$ cat src/rtl/i2c_mm_pkg.sv
package i2c_mm_pkg;
  typedef enum logic [1:0] {
    CMD_START = 2'd0,
    CMD_WRITE = 2'd1,
    CMD_READ  = 2'd2,
    CMD_STOP  = 2'd3
  } cmd_e;

  typedef enum logic [1:0] {
    ST_IDLE,
    ST_START,
    ST_STOP,
    ST_BIT
  } state_e;

  // order is the per-bit sequence
  typedef enum logic [1:0] {
    PH_SET,
    PH_RISE,
    PH_SAMPLE,
    PH_FALL
  } phase_e;
endpackage

$ cat src/rtl/i2c_mm_bus_mon.sv
module i2c_mm_bus_mon (
  input  logic clk_i,
  input  logic rst_ni,
  input  logic sda_i,
  input  logic scl_i,
  output logic bus_free_o
);
  logic sda_q, scl_q;
  logic start_det, stop_det;

  assign start_det = scl_q & scl_i & sda_q & ~sda_i;
  assign stop_det  = scl_q & scl_i & ~sda_q & sda_i;

  always_ff @(posedge clk_i or negedge rst_ni) begin
    if (!rst_ni) begin
      sda_q      <= 1'b1;
      scl_q      <= 1'b1;
      bus_free_o <= 1'b1;
    end else begin
      sda_q <= sda_i;
      scl_q <= scl_i;
      if (start_det)     bus_free_o <= 1'b0;
      else if (stop_det) bus_free_o <= 1'b1;
    end
  end

  AST_FREE_AFTER_STOP: assert property (@(posedge clk_i) disable iff (!rst_ni)
    (scl_q && scl_i && !sda_q && sda_i) |=> bus_free_o);
  AST_TAKEN_AFTER_START: assert property (@(posedge clk_i) disable iff (!rst_ni)
    (scl_q && scl_i && sda_q && !sda_i) |=> !bus_free_o);
endmodule

$ cat src/rtl/i2c_mm_shift.sv
module i2c_mm_shift #(
  parameter int unsigned DATA_W = 8
) (
  input  logic              clk_i,
  input  logic              rst_ni,
  input  logic              load_i,
  input  logic [DATA_W-1:0] load_val_i,
  input  logic              shift_i,
  input  logic              in_bit_i,
  output logic              msb_o,
  output logic [DATA_W-1:0] data_o
);
  always_ff @(posedge clk_i or negedge rst_ni) begin
    if (!rst_ni)      data_o <= '0;
    else if (load_i)  data_o <= load_val_i;
    else if (shift_i) data_o <= {data_o[DATA_W-2:0], in_bit_i};
  end

  assign msb_o = data_o[DATA_W-1];
endmodule

$ cat src/rtl/i2c_mm_ctrl.sv
module i2c_mm_ctrl
  import i2c_mm_pkg::*;
#(
  parameter int unsigned DATA_W = 8,
  localparam int unsigned CNT_W = $clog2(DATA_W + 1)
) (
  input  logic              clk_i,
  input  logic              rst_ni,
  input  logic              tick_i,
  input  logic              cmd_valid_i,
  input  logic [1:0]        cmd_i,
  input  logic              rd_nack_i,
  input  logic              bus_free_i,
  input  logic              sda_i,
  input  logic              scl_i,
  input  logic              shift_msb_i,
  input  logic [DATA_W-1:0] shift_data_i,
  output logic              shift_load_o,
  output logic              shift_en_o,
  output logic              busy_o,
  output logic              done_o,
  output logic              ack_o,
  output logic              arb_lost_o,
  output logic [DATA_W-1:0] rdata_o,
  output logic              sda_oe_o,
  output logic              scl_oe_o
);
  state_e           st_q;
  phase_e           ph_q;
  logic [1:0]       step_q;
  logic [CNT_W-1:0] bit_q;
  logic             is_rd_q, nack_q, own_q;
  logic             accept, last_bit, samp, arb_hit;

  assign accept   = cmd_valid_i && (st_q == ST_IDLE);
  assign last_bit = (bit_q == CNT_W'(DATA_W));
  assign samp     = (st_q == ST_BIT) && tick_i && (ph_q == PH_SAMPLE) && scl_i;
  // released data bit seen low: another master owns the bus
  assign arb_hit  = samp && !is_rd_q && !last_bit && !sda_oe_o && !sda_i;

  assign busy_o       = (st_q != ST_IDLE);
  assign shift_load_o = accept && (cmd_e'(cmd_i) == CMD_WRITE);
  assign shift_en_o   = samp && !last_bit && !arb_hit;

  always_ff @(posedge clk_i or negedge rst_ni) begin
    if (!rst_ni) begin
      st_q       <= ST_IDLE;
      ph_q       <= PH_SET;
      step_q     <= '0;
      bit_q      <= '0;
      is_rd_q    <= 1'b0;
      nack_q     <= 1'b0;
      own_q      <= 1'b0;
      sda_oe_o   <= 1'b0;
      scl_oe_o   <= 1'b0;
      done_o     <= 1'b0;
      ack_o      <= 1'b0;
      arb_lost_o <= 1'b0;
      rdata_o    <= '0;
    end else begin
      done_o <= 1'b0;
      unique case (st_q)
        ST_IDLE: if (cmd_valid_i) begin
          step_q <= '0;
          ph_q   <= PH_SET;
          bit_q  <= '0;
          unique case (cmd_e'(cmd_i))
            CMD_START: begin st_q <= ST_START; arb_lost_o <= 1'b0; end
            CMD_WRITE: begin st_q <= ST_BIT; is_rd_q <= 1'b0; end
            CMD_READ:  begin st_q <= ST_BIT; is_rd_q <= 1'b1; nack_q <= rd_nack_i; end
            CMD_STOP:  st_q <= ST_STOP;
          endcase
        end
        ST_START: if (tick_i) begin
          unique case (step_q)
            2'd0: if (own_q || bus_free_i) begin sda_oe_o <= 1'b0; step_q <= 2'd1; end
            2'd1: begin scl_oe_o <= 1'b0; step_q <= 2'd2; end
            2'd2: if (scl_i) begin sda_oe_o <= 1'b1; step_q <= 2'd3; end
            2'd3: begin
              scl_oe_o <= 1'b1;
              own_q    <= 1'b1;
              done_o   <= 1'b1;
              st_q     <= ST_IDLE;
            end
          endcase
        end
        ST_STOP: if (tick_i) begin
          unique case (step_q)
            2'd0: begin sda_oe_o <= 1'b1; step_q <= 2'd1; end
            2'd1: begin scl_oe_o <= 1'b0; step_q <= 2'd2; end
            default: if (scl_i) begin
              sda_oe_o <= 1'b0;
              own_q    <= 1'b0;
              done_o   <= 1'b1;
              st_q     <= ST_IDLE;
            end
          endcase
        end
        ST_BIT: if (tick_i) begin
          unique case (ph_q)
            PH_SET: begin
              sda_oe_o <= last_bit ? (is_rd_q && !nack_q) : (!is_rd_q && !shift_msb_i);
              ph_q     <= PH_RISE;
            end
            PH_RISE: begin scl_oe_o <= 1'b0; ph_q <= PH_SAMPLE; end
            PH_SAMPLE: if (scl_i) begin
              if (arb_hit) begin
                sda_oe_o   <= 1'b0;
                scl_oe_o   <= 1'b0;
                own_q      <= 1'b0;
                arb_lost_o <= 1'b1;
                done_o     <= 1'b1;
                st_q       <= ST_IDLE;
              end else begin
                if (!is_rd_q && last_bit) ack_o <= !sda_i;
                ph_q <= PH_FALL;
              end
            end
            PH_FALL: begin
              scl_oe_o <= 1'b1;
              if (last_bit) begin
                if (is_rd_q) rdata_o <= shift_data_i;
                done_o <= 1'b1;
                st_q   <= ST_IDLE;
              end else begin
                bit_q <= bit_q + CNT_W'(1);
                ph_q  <= PH_SET;
              end
            end
          endcase
        end
        default: st_q <= ST_IDLE;
      endcase
    end
  end

  AST_ARB_RELEASE: assert property (@(posedge clk_i) disable iff (!rst_ni)
    $rose(arb_lost_o) |-> (!sda_oe_o && !scl_oe_o && done_o));
  AST_DONE_NOT_BUSY: assert property (@(posedge clk_i) disable iff (!rst_ni)
    done_o |-> !busy_o);
  AST_SDA_HOLD_SCL_HIGH: assert property (@(posedge clk_i) disable iff (!rst_ni)
    (st_q == ST_BIT && $past(st_q) == ST_BIT && $past(!scl_oe_o) && !scl_oe_o)
      |-> $stable(sda_oe_o));
  AST_WR_ACK_RELEASED: assert property (@(posedge clk_i) disable iff (!rst_ni)
    (st_q == ST_BIT && !is_rd_q && last_bit && ph_q != PH_SET) |-> !sda_oe_o);
endmodule

$ cat src/rtl/i2c_mm_engine.sv
module i2c_mm_engine #(
  parameter int unsigned DATA_W = 8
) (
  input  logic              clk_i,
  input  logic              rst_ni,
  input  logic              tick_i,
  input  logic              cmd_valid_i,
  input  logic [1:0]        cmd_i,
  input  logic [DATA_W-1:0] wdata_i,
  input  logic              rd_nack_i,
  output logic              busy_o,
  output logic              done_o,
  output logic [DATA_W-1:0] rdata_o,
  output logic              ack_o,
  output logic              arb_lost_o,
  output logic              bus_free_o,
  output logic              sda_oe_o,
  output logic              scl_oe_o,
  input  logic              sda_i,
  input  logic              scl_i
);
  logic              sh_load, sh_en, sh_msb;
  logic [DATA_W-1:0] sh_data;

  i2c_mm_bus_mon u_mon (
    .clk_i      (clk_i),
    .rst_ni     (rst_ni),
    .sda_i      (sda_i),
    .scl_i      (scl_i),
    .bus_free_o (bus_free_o)
  );

  i2c_mm_shift #(.DATA_W(DATA_W)) u_shift (
    .clk_i      (clk_i),
    .rst_ni     (rst_ni),
    .load_i     (sh_load),
    .load_val_i (wdata_i),
    .shift_i    (sh_en),
    .in_bit_i   (sda_i),
    .msb_o      (sh_msb),
    .data_o     (sh_data)
  );

  i2c_mm_ctrl #(.DATA_W(DATA_W)) u_ctrl (
    .clk_i        (clk_i),
    .rst_ni       (rst_ni),
    .tick_i       (tick_i),
    .cmd_valid_i  (cmd_valid_i),
    .cmd_i        (cmd_i),
    .rd_nack_i    (rd_nack_i),
    .bus_free_i   (bus_free_o),
    .sda_i        (sda_i),
    .scl_i        (scl_i),
    .shift_msb_i  (sh_msb),
    .shift_data_i (sh_data),
    .shift_load_o (sh_load),
    .shift_en_o   (sh_en),
    .busy_o       (busy_o),
    .done_o       (done_o),
    .ack_o        (ack_o),
    .arb_lost_o   (arb_lost_o),
    .rdata_o      (rdata_o),
    .sda_oe_o     (sda_oe_o),
    .scl_oe_o     (scl_oe_o)
  );

  AST_RESET_RELEASED: assert property (@(posedge clk_i) disable iff (!rst_ni)
    $rose(rst_ni) |-> (!sda_oe_o && !scl_oe_o));
endmodule

$ cat config.mk
export PLATFORM = sky130hd
export DESIGN_NAME = i2c_mm_engine
export DESIGN_NICKNAME = d
export VERILOG_FILES = /design/src/rtl/i2c_mm_pkg.sv /design/src/rtl/i2c_mm_bus_mon.sv /design/src/rtl/i2c_mm_shift.sv /design/src/rtl/i2c_mm_ctrl.sv /design/src/rtl/i2c_mm_engine.sv
export SDC_FILE = /design/constraint.sdc
export NUM_CORES = 1
export LEC_CHECK = 0
export ABC_CLOCK_PERIOD_IN_PS = 1740
export CAP_MARGIN = 0
export CELL_PAD_IN_SITES_DETAIL_PLACEMENT = 0
export CELL_PAD_IN_SITES_GLOBAL_PLACEMENT = 1
export CORE_MARGIN = 2
export CORE_UTILIZATION = 38
export CTS_CLUSTER_DIAMETER = 40
export CTS_CLUSTER_SIZE = 24
export DETAILED_ROUTE_END_ITERATION = 12
export PLACE_DENSITY_LB_ADDON = 0.1
export SLEW_MARGIN = 5
export SYNTH_ARGS = -nofsm -noshare
export SYNTH_HDL_FRONTEND = slang
export SYNTH_HIERARCHICAL = 1
export SYNTH_SLANG_ARGS = --single-unit
$ cat constraint.sdc
create_clock -name clk_i -period 1.74 [get_ports clk_i]
set_clock_uncertainty 0.1 [all_clocks]
set_input_delay 0.435 -clock clk_i [delete_from_list [all_inputs] [get_ports clk_i]]
set_output_delay 0.435 -clock clk_i [all_outputs]
set_load 0.02 [all_outputs]
==> metrics.md <==
| Metric | Value |
|---|---|
| Crit path DAT | roughly 2000 ps |
| Final worst slack | -180 ps |
| Syn Std Cell Area | 2300 um2 |
| Die width | between 80 and 90 um |
| HP Class | flop to flop |
| Clock transition at path regs | ~80 ps |
| Family with the most delay on the worst path | simple AND/OR/NAND/NOR gates |
| Commonest cells post-synth | 34 x dfrtp_1, 20 x ha_1, 20 x nand2_1 |
| Worst hold slack | between 400 and 500 ps |
| Initial antenna violation count | 0 |
| Global-route wire length before repair | between 9000 and 10000 um |
| Slew @ Worst Pin | 320 ps |
| Global route hottest layer | met2 |
| Gate power share | a little over half |
| GR Overflow Total | 0 |
| Slowest cell on the critical path | dfrtp_1 |
| Worst path max stage delay | 410 ps |
| CP Cell Sequence | buf_6, ha_4, buf_6, nand2b_4, or3_4, nand4b_1, mux2_4 |
| Leak pwr | 1.64 nW |
| Library cells used by synthesis | 49 |
| Fill cells | around 500 |
| Seq/Total Area, Yosys | 40.4% |
| I/O pins | 32 |
| Crit path top cell by count | buf_6 |
| Max-Cap Viols | 0 |
| Yosys top cell by area | dfrtp_1 |
| Hold Vio Cnt, Final | 0 |
| Post-DP Area | 3120 um2 |
| Initial Util | between 30% and 40% |
| Cell Pwr Density | around 1200 nW/um2 |
| Routed len/inst | 14.7 um |
| Met1 usage | roughly a quarter |
| Slew margin rel. | 78.5% |
| Die height | roughly 82 um |
| Die area | approximately 6700 um2 |
| Ys Warns | 6 |
| # setup viols final | 24 |
| Drt pass-1 iters | 4 |
| Tot GR Track Use | between 10% and 20% |
| Starting DRT DRC Count | between 80 and 90 |
| Total net switching power | 1.58 mW |
| Final min period | 1920 ps |
| Critical path data required time | 1830 ps |
| Final wirelength | slightly below 6000 um |
| Final Cell Area | around 3600 um2 |
| RSZ-0062 raised after global routing | true |
| GPL Wtd Cong | between 0.7 and 0.8 |
| Num rows | 28 |
| Mapped Avg Cell Area | ~10 um2 |
| Port Buffers | 31 |
| Hpwl dp | 4150 um |
| TritonCTS Buffers | 5 |
| Synthesized Nets | between 200 and 300 |
| Reg power frac | between 20% and 30% |
| Worst VDD drop | roughly 760 uV |
| CTS Buffer Depth | 2 |
| Kind of critical path | flop to flop |
| Period utilization | 110% |
| Mapped Cells | between 200 and 250 |
| Main synth FF type | dfrtp_1 |
| Startpoint types | flop |
| Setup TNS | -1690 ps |
| Latest clock arrival within the worst-skew pair | between 200 and 300 ps |
| Ys async rst share | 100% |
| H-tree levels | 2 |
| Post-synth EDFFs | 0 |
| Number of global-route vias before repair | 2034 |
| Vias per cell | roughly 5.0 |
| Fmax | between 500 and 600 MHz |
| Synth top area cells | dfrtp_1 37%, ha_1 11%, mux2i_1 7.0% |
| Layout cells sized above 1 | about two fifths |
| Bufs and invs on worst path | 2 |
| Sw Ratio | 36.4% |
| Maximum number of pins on one net before global-route repair | 26 |
| Core ar. | around 5900 um2 |
| Worst setup EP type | flop |
| M3 GR Usage | under 10% |
| Final nets | 360 |
| Area growth syn-to-layout | 55.7% |
| Detail Route Antenna Nets | 0 |
| Max-slew violation count | 0 |
| ANT cells | 0 |
| Worst-path maximum fanout | 6 |
| Vias | between 1500 and 2000 |
| Yosys reg bits | 37 |
| M2 GR Usage | 30.6% |
| Outcome | complete, but fails checks |
| # DRC | 0 |
| Power Internal | approximately 2.8 mW |
| Share of the synthesized area in the top cell type | a little under two fifths |
| Clk sink count | 37 |
| Failing checks | negative setup slack |
| CTS tree | yes |
| Most common cell in the netlist | dfrtp_1 |
| Clk network pwr share | between 10% and 20% |
| Root Buffer Master | clkbuf_8 |
==> cells in the final DEF, fill, tap and decap left out, types with 5 or more instances in the layout <==
master,synthesis,layout
mux2_4,0,10
buf_4,1,56
nor2_1,8,7
inv_2,0,5
o21ai_1,8,14
dlygate4sd2_1,0,16
nand2_1,20,19
clkbuf_8,0,5
o21ai_0,14,6
clkdlybuf4s50_1,0,12
ha_4,0,7
mux2i_1,16,15
ha_1,20,10
buf_6,2,12
dfrtp_1,34,33
nand2b_1,6,5
inv_1,16,10
==> final timing paths <==
kind	start	cells after the start	to	slack (ps)
min	u_ctrl/ack_o$_DFFE_PN0P_	2	u_ctrl/ack_o$_DFFE_PN0P_	410
min in group asynchronous	rst_ni	2	u_ctrl/bit_q[1]$_DFFE_PN0P_	460
max	u_ctrl/st_q[1]$_DFFE_PN0P_	7	u_ctrl/scl_oe_o$_DFFE_PN0P_	-180
max in group asynchronous	rst_ni	3	u_mon/bus_free_o$_DFFE_PN1P_	560
max reg2reg	u_ctrl/st_q[1]$_DFFE_PN0P_	7	u_ctrl/scl_oe_o$_DFFE_PN0P_	-180
min reg2reg	u_ctrl/ack_o$_DFFE_PN0P_	2	u_ctrl/ack_o$_DFFE_PN0P_	410
==> worst reg2reg max path, cell delays in order, from the launching register on <==
cell      delay, ps
dfrtp_1         410
buf_6           120
ha_4            190
buf_6           140
nand2b_4         60
or3_4           370
nand4b_1        130
mux2_4          310
==> power groups by stage <==
stage	Combinational [mW]	Sequential [mW]	Clock, mW
floorplan	1.08	1.21	0
global placement	1.89	1.22	0
detailed placement	1.88	1.22	0
CTS	2.06	1.22	0.787
global route	2.55	1.27	0.834
finish	2.33	1.24	0.762
==> what timing repair did <==
action	in CTS	in global routing
pin swaps	9	14
endpoints found under the setup margin	47	33
buffers inserted	7	5
endpoints found under the hold margin	12	0
hold buffers	1	0
gates resized for setup	64	33
==> kinds of logic (layout without fill, tap and decap cells) <==
| logic type | count (synthesis) | after routing | share of synthesized area (%) |
|---|---|---|---|
| AO/OA/AOI/OAI | 46 | 46 | 13.4 |
| multiplexers | 29 | 29 | 13.3 |
| AND/OR/NAND/NOR | 67 | 67 | 16.4 |
| adder cells (fa/ha/maj) | 20 | 20 | 10.9 |
| flip-flops | 37 | 37 | 40.4 |
| buffers and inverters | 28 | 125 | 5.50 |
==> through the flow <==
step	setup WS [ps]	utilization (%)	instances	power, mW
global placement	-577	53.0	379	3.11
finish	-180	60.8	399	4.33
global route	-246	60.8	399	4.65
detailed placement	-601	53.0	379	3.11
floorplan	-56.0	-	227	2.29
CTS	-198	58.0	394	4.07
==> layer usage <==
layer	up-vias	share of wire, %
li1	1000	-
met1	956	48
met2	34	47
met3	8	3.5
met4	0	1.3
met5	-	0
==> cell type report <==
class | instances | area [um2] | share of cell area [%]
sequential | 37 | 931 | 26.0
clock buffer | 5 | 68.8 | 1.92
multi-input combinational | 162 | 1490 | 41.7
inverter | 16 | 63.8 | 1.78
tap | 75 | 93.8 | 2.62
clock inverter | 3 | 46.3 | 1.29
timing repair buffer | 101 | 881 | 24.6
==> sequential cells by signal, summed over array words and instances (netlist names) <==
| name | flops |
|---|---|
| u_ctrl/rdata_o | 8 |
| u_shift/data_o | 8 |
| u_ctrl/bit_q | 4 |
| u_ctrl/ph_q | 2 |
| u_ctrl/st_q | 2 |
| u_ctrl/step_q | 2 |
| u_ctrl/ack_o | 1 |
| u_ctrl/arb_lost_o | 1 |
| u_ctrl/done_o | 1 |
| u_ctrl/is_rd_q | 1 |
| u_ctrl/nack_q | 1 |
| u_ctrl/own_q | 1 |
| u_ctrl/scl_oe_o | 1 |
| u_ctrl/sda_oe_o | 1 |
| u_mon/bus_free_o | 1 |
| u_mon/scl_q | 1 |
| u_mon/sda_q | 1 |
Power figures use the tool's default switching activity.
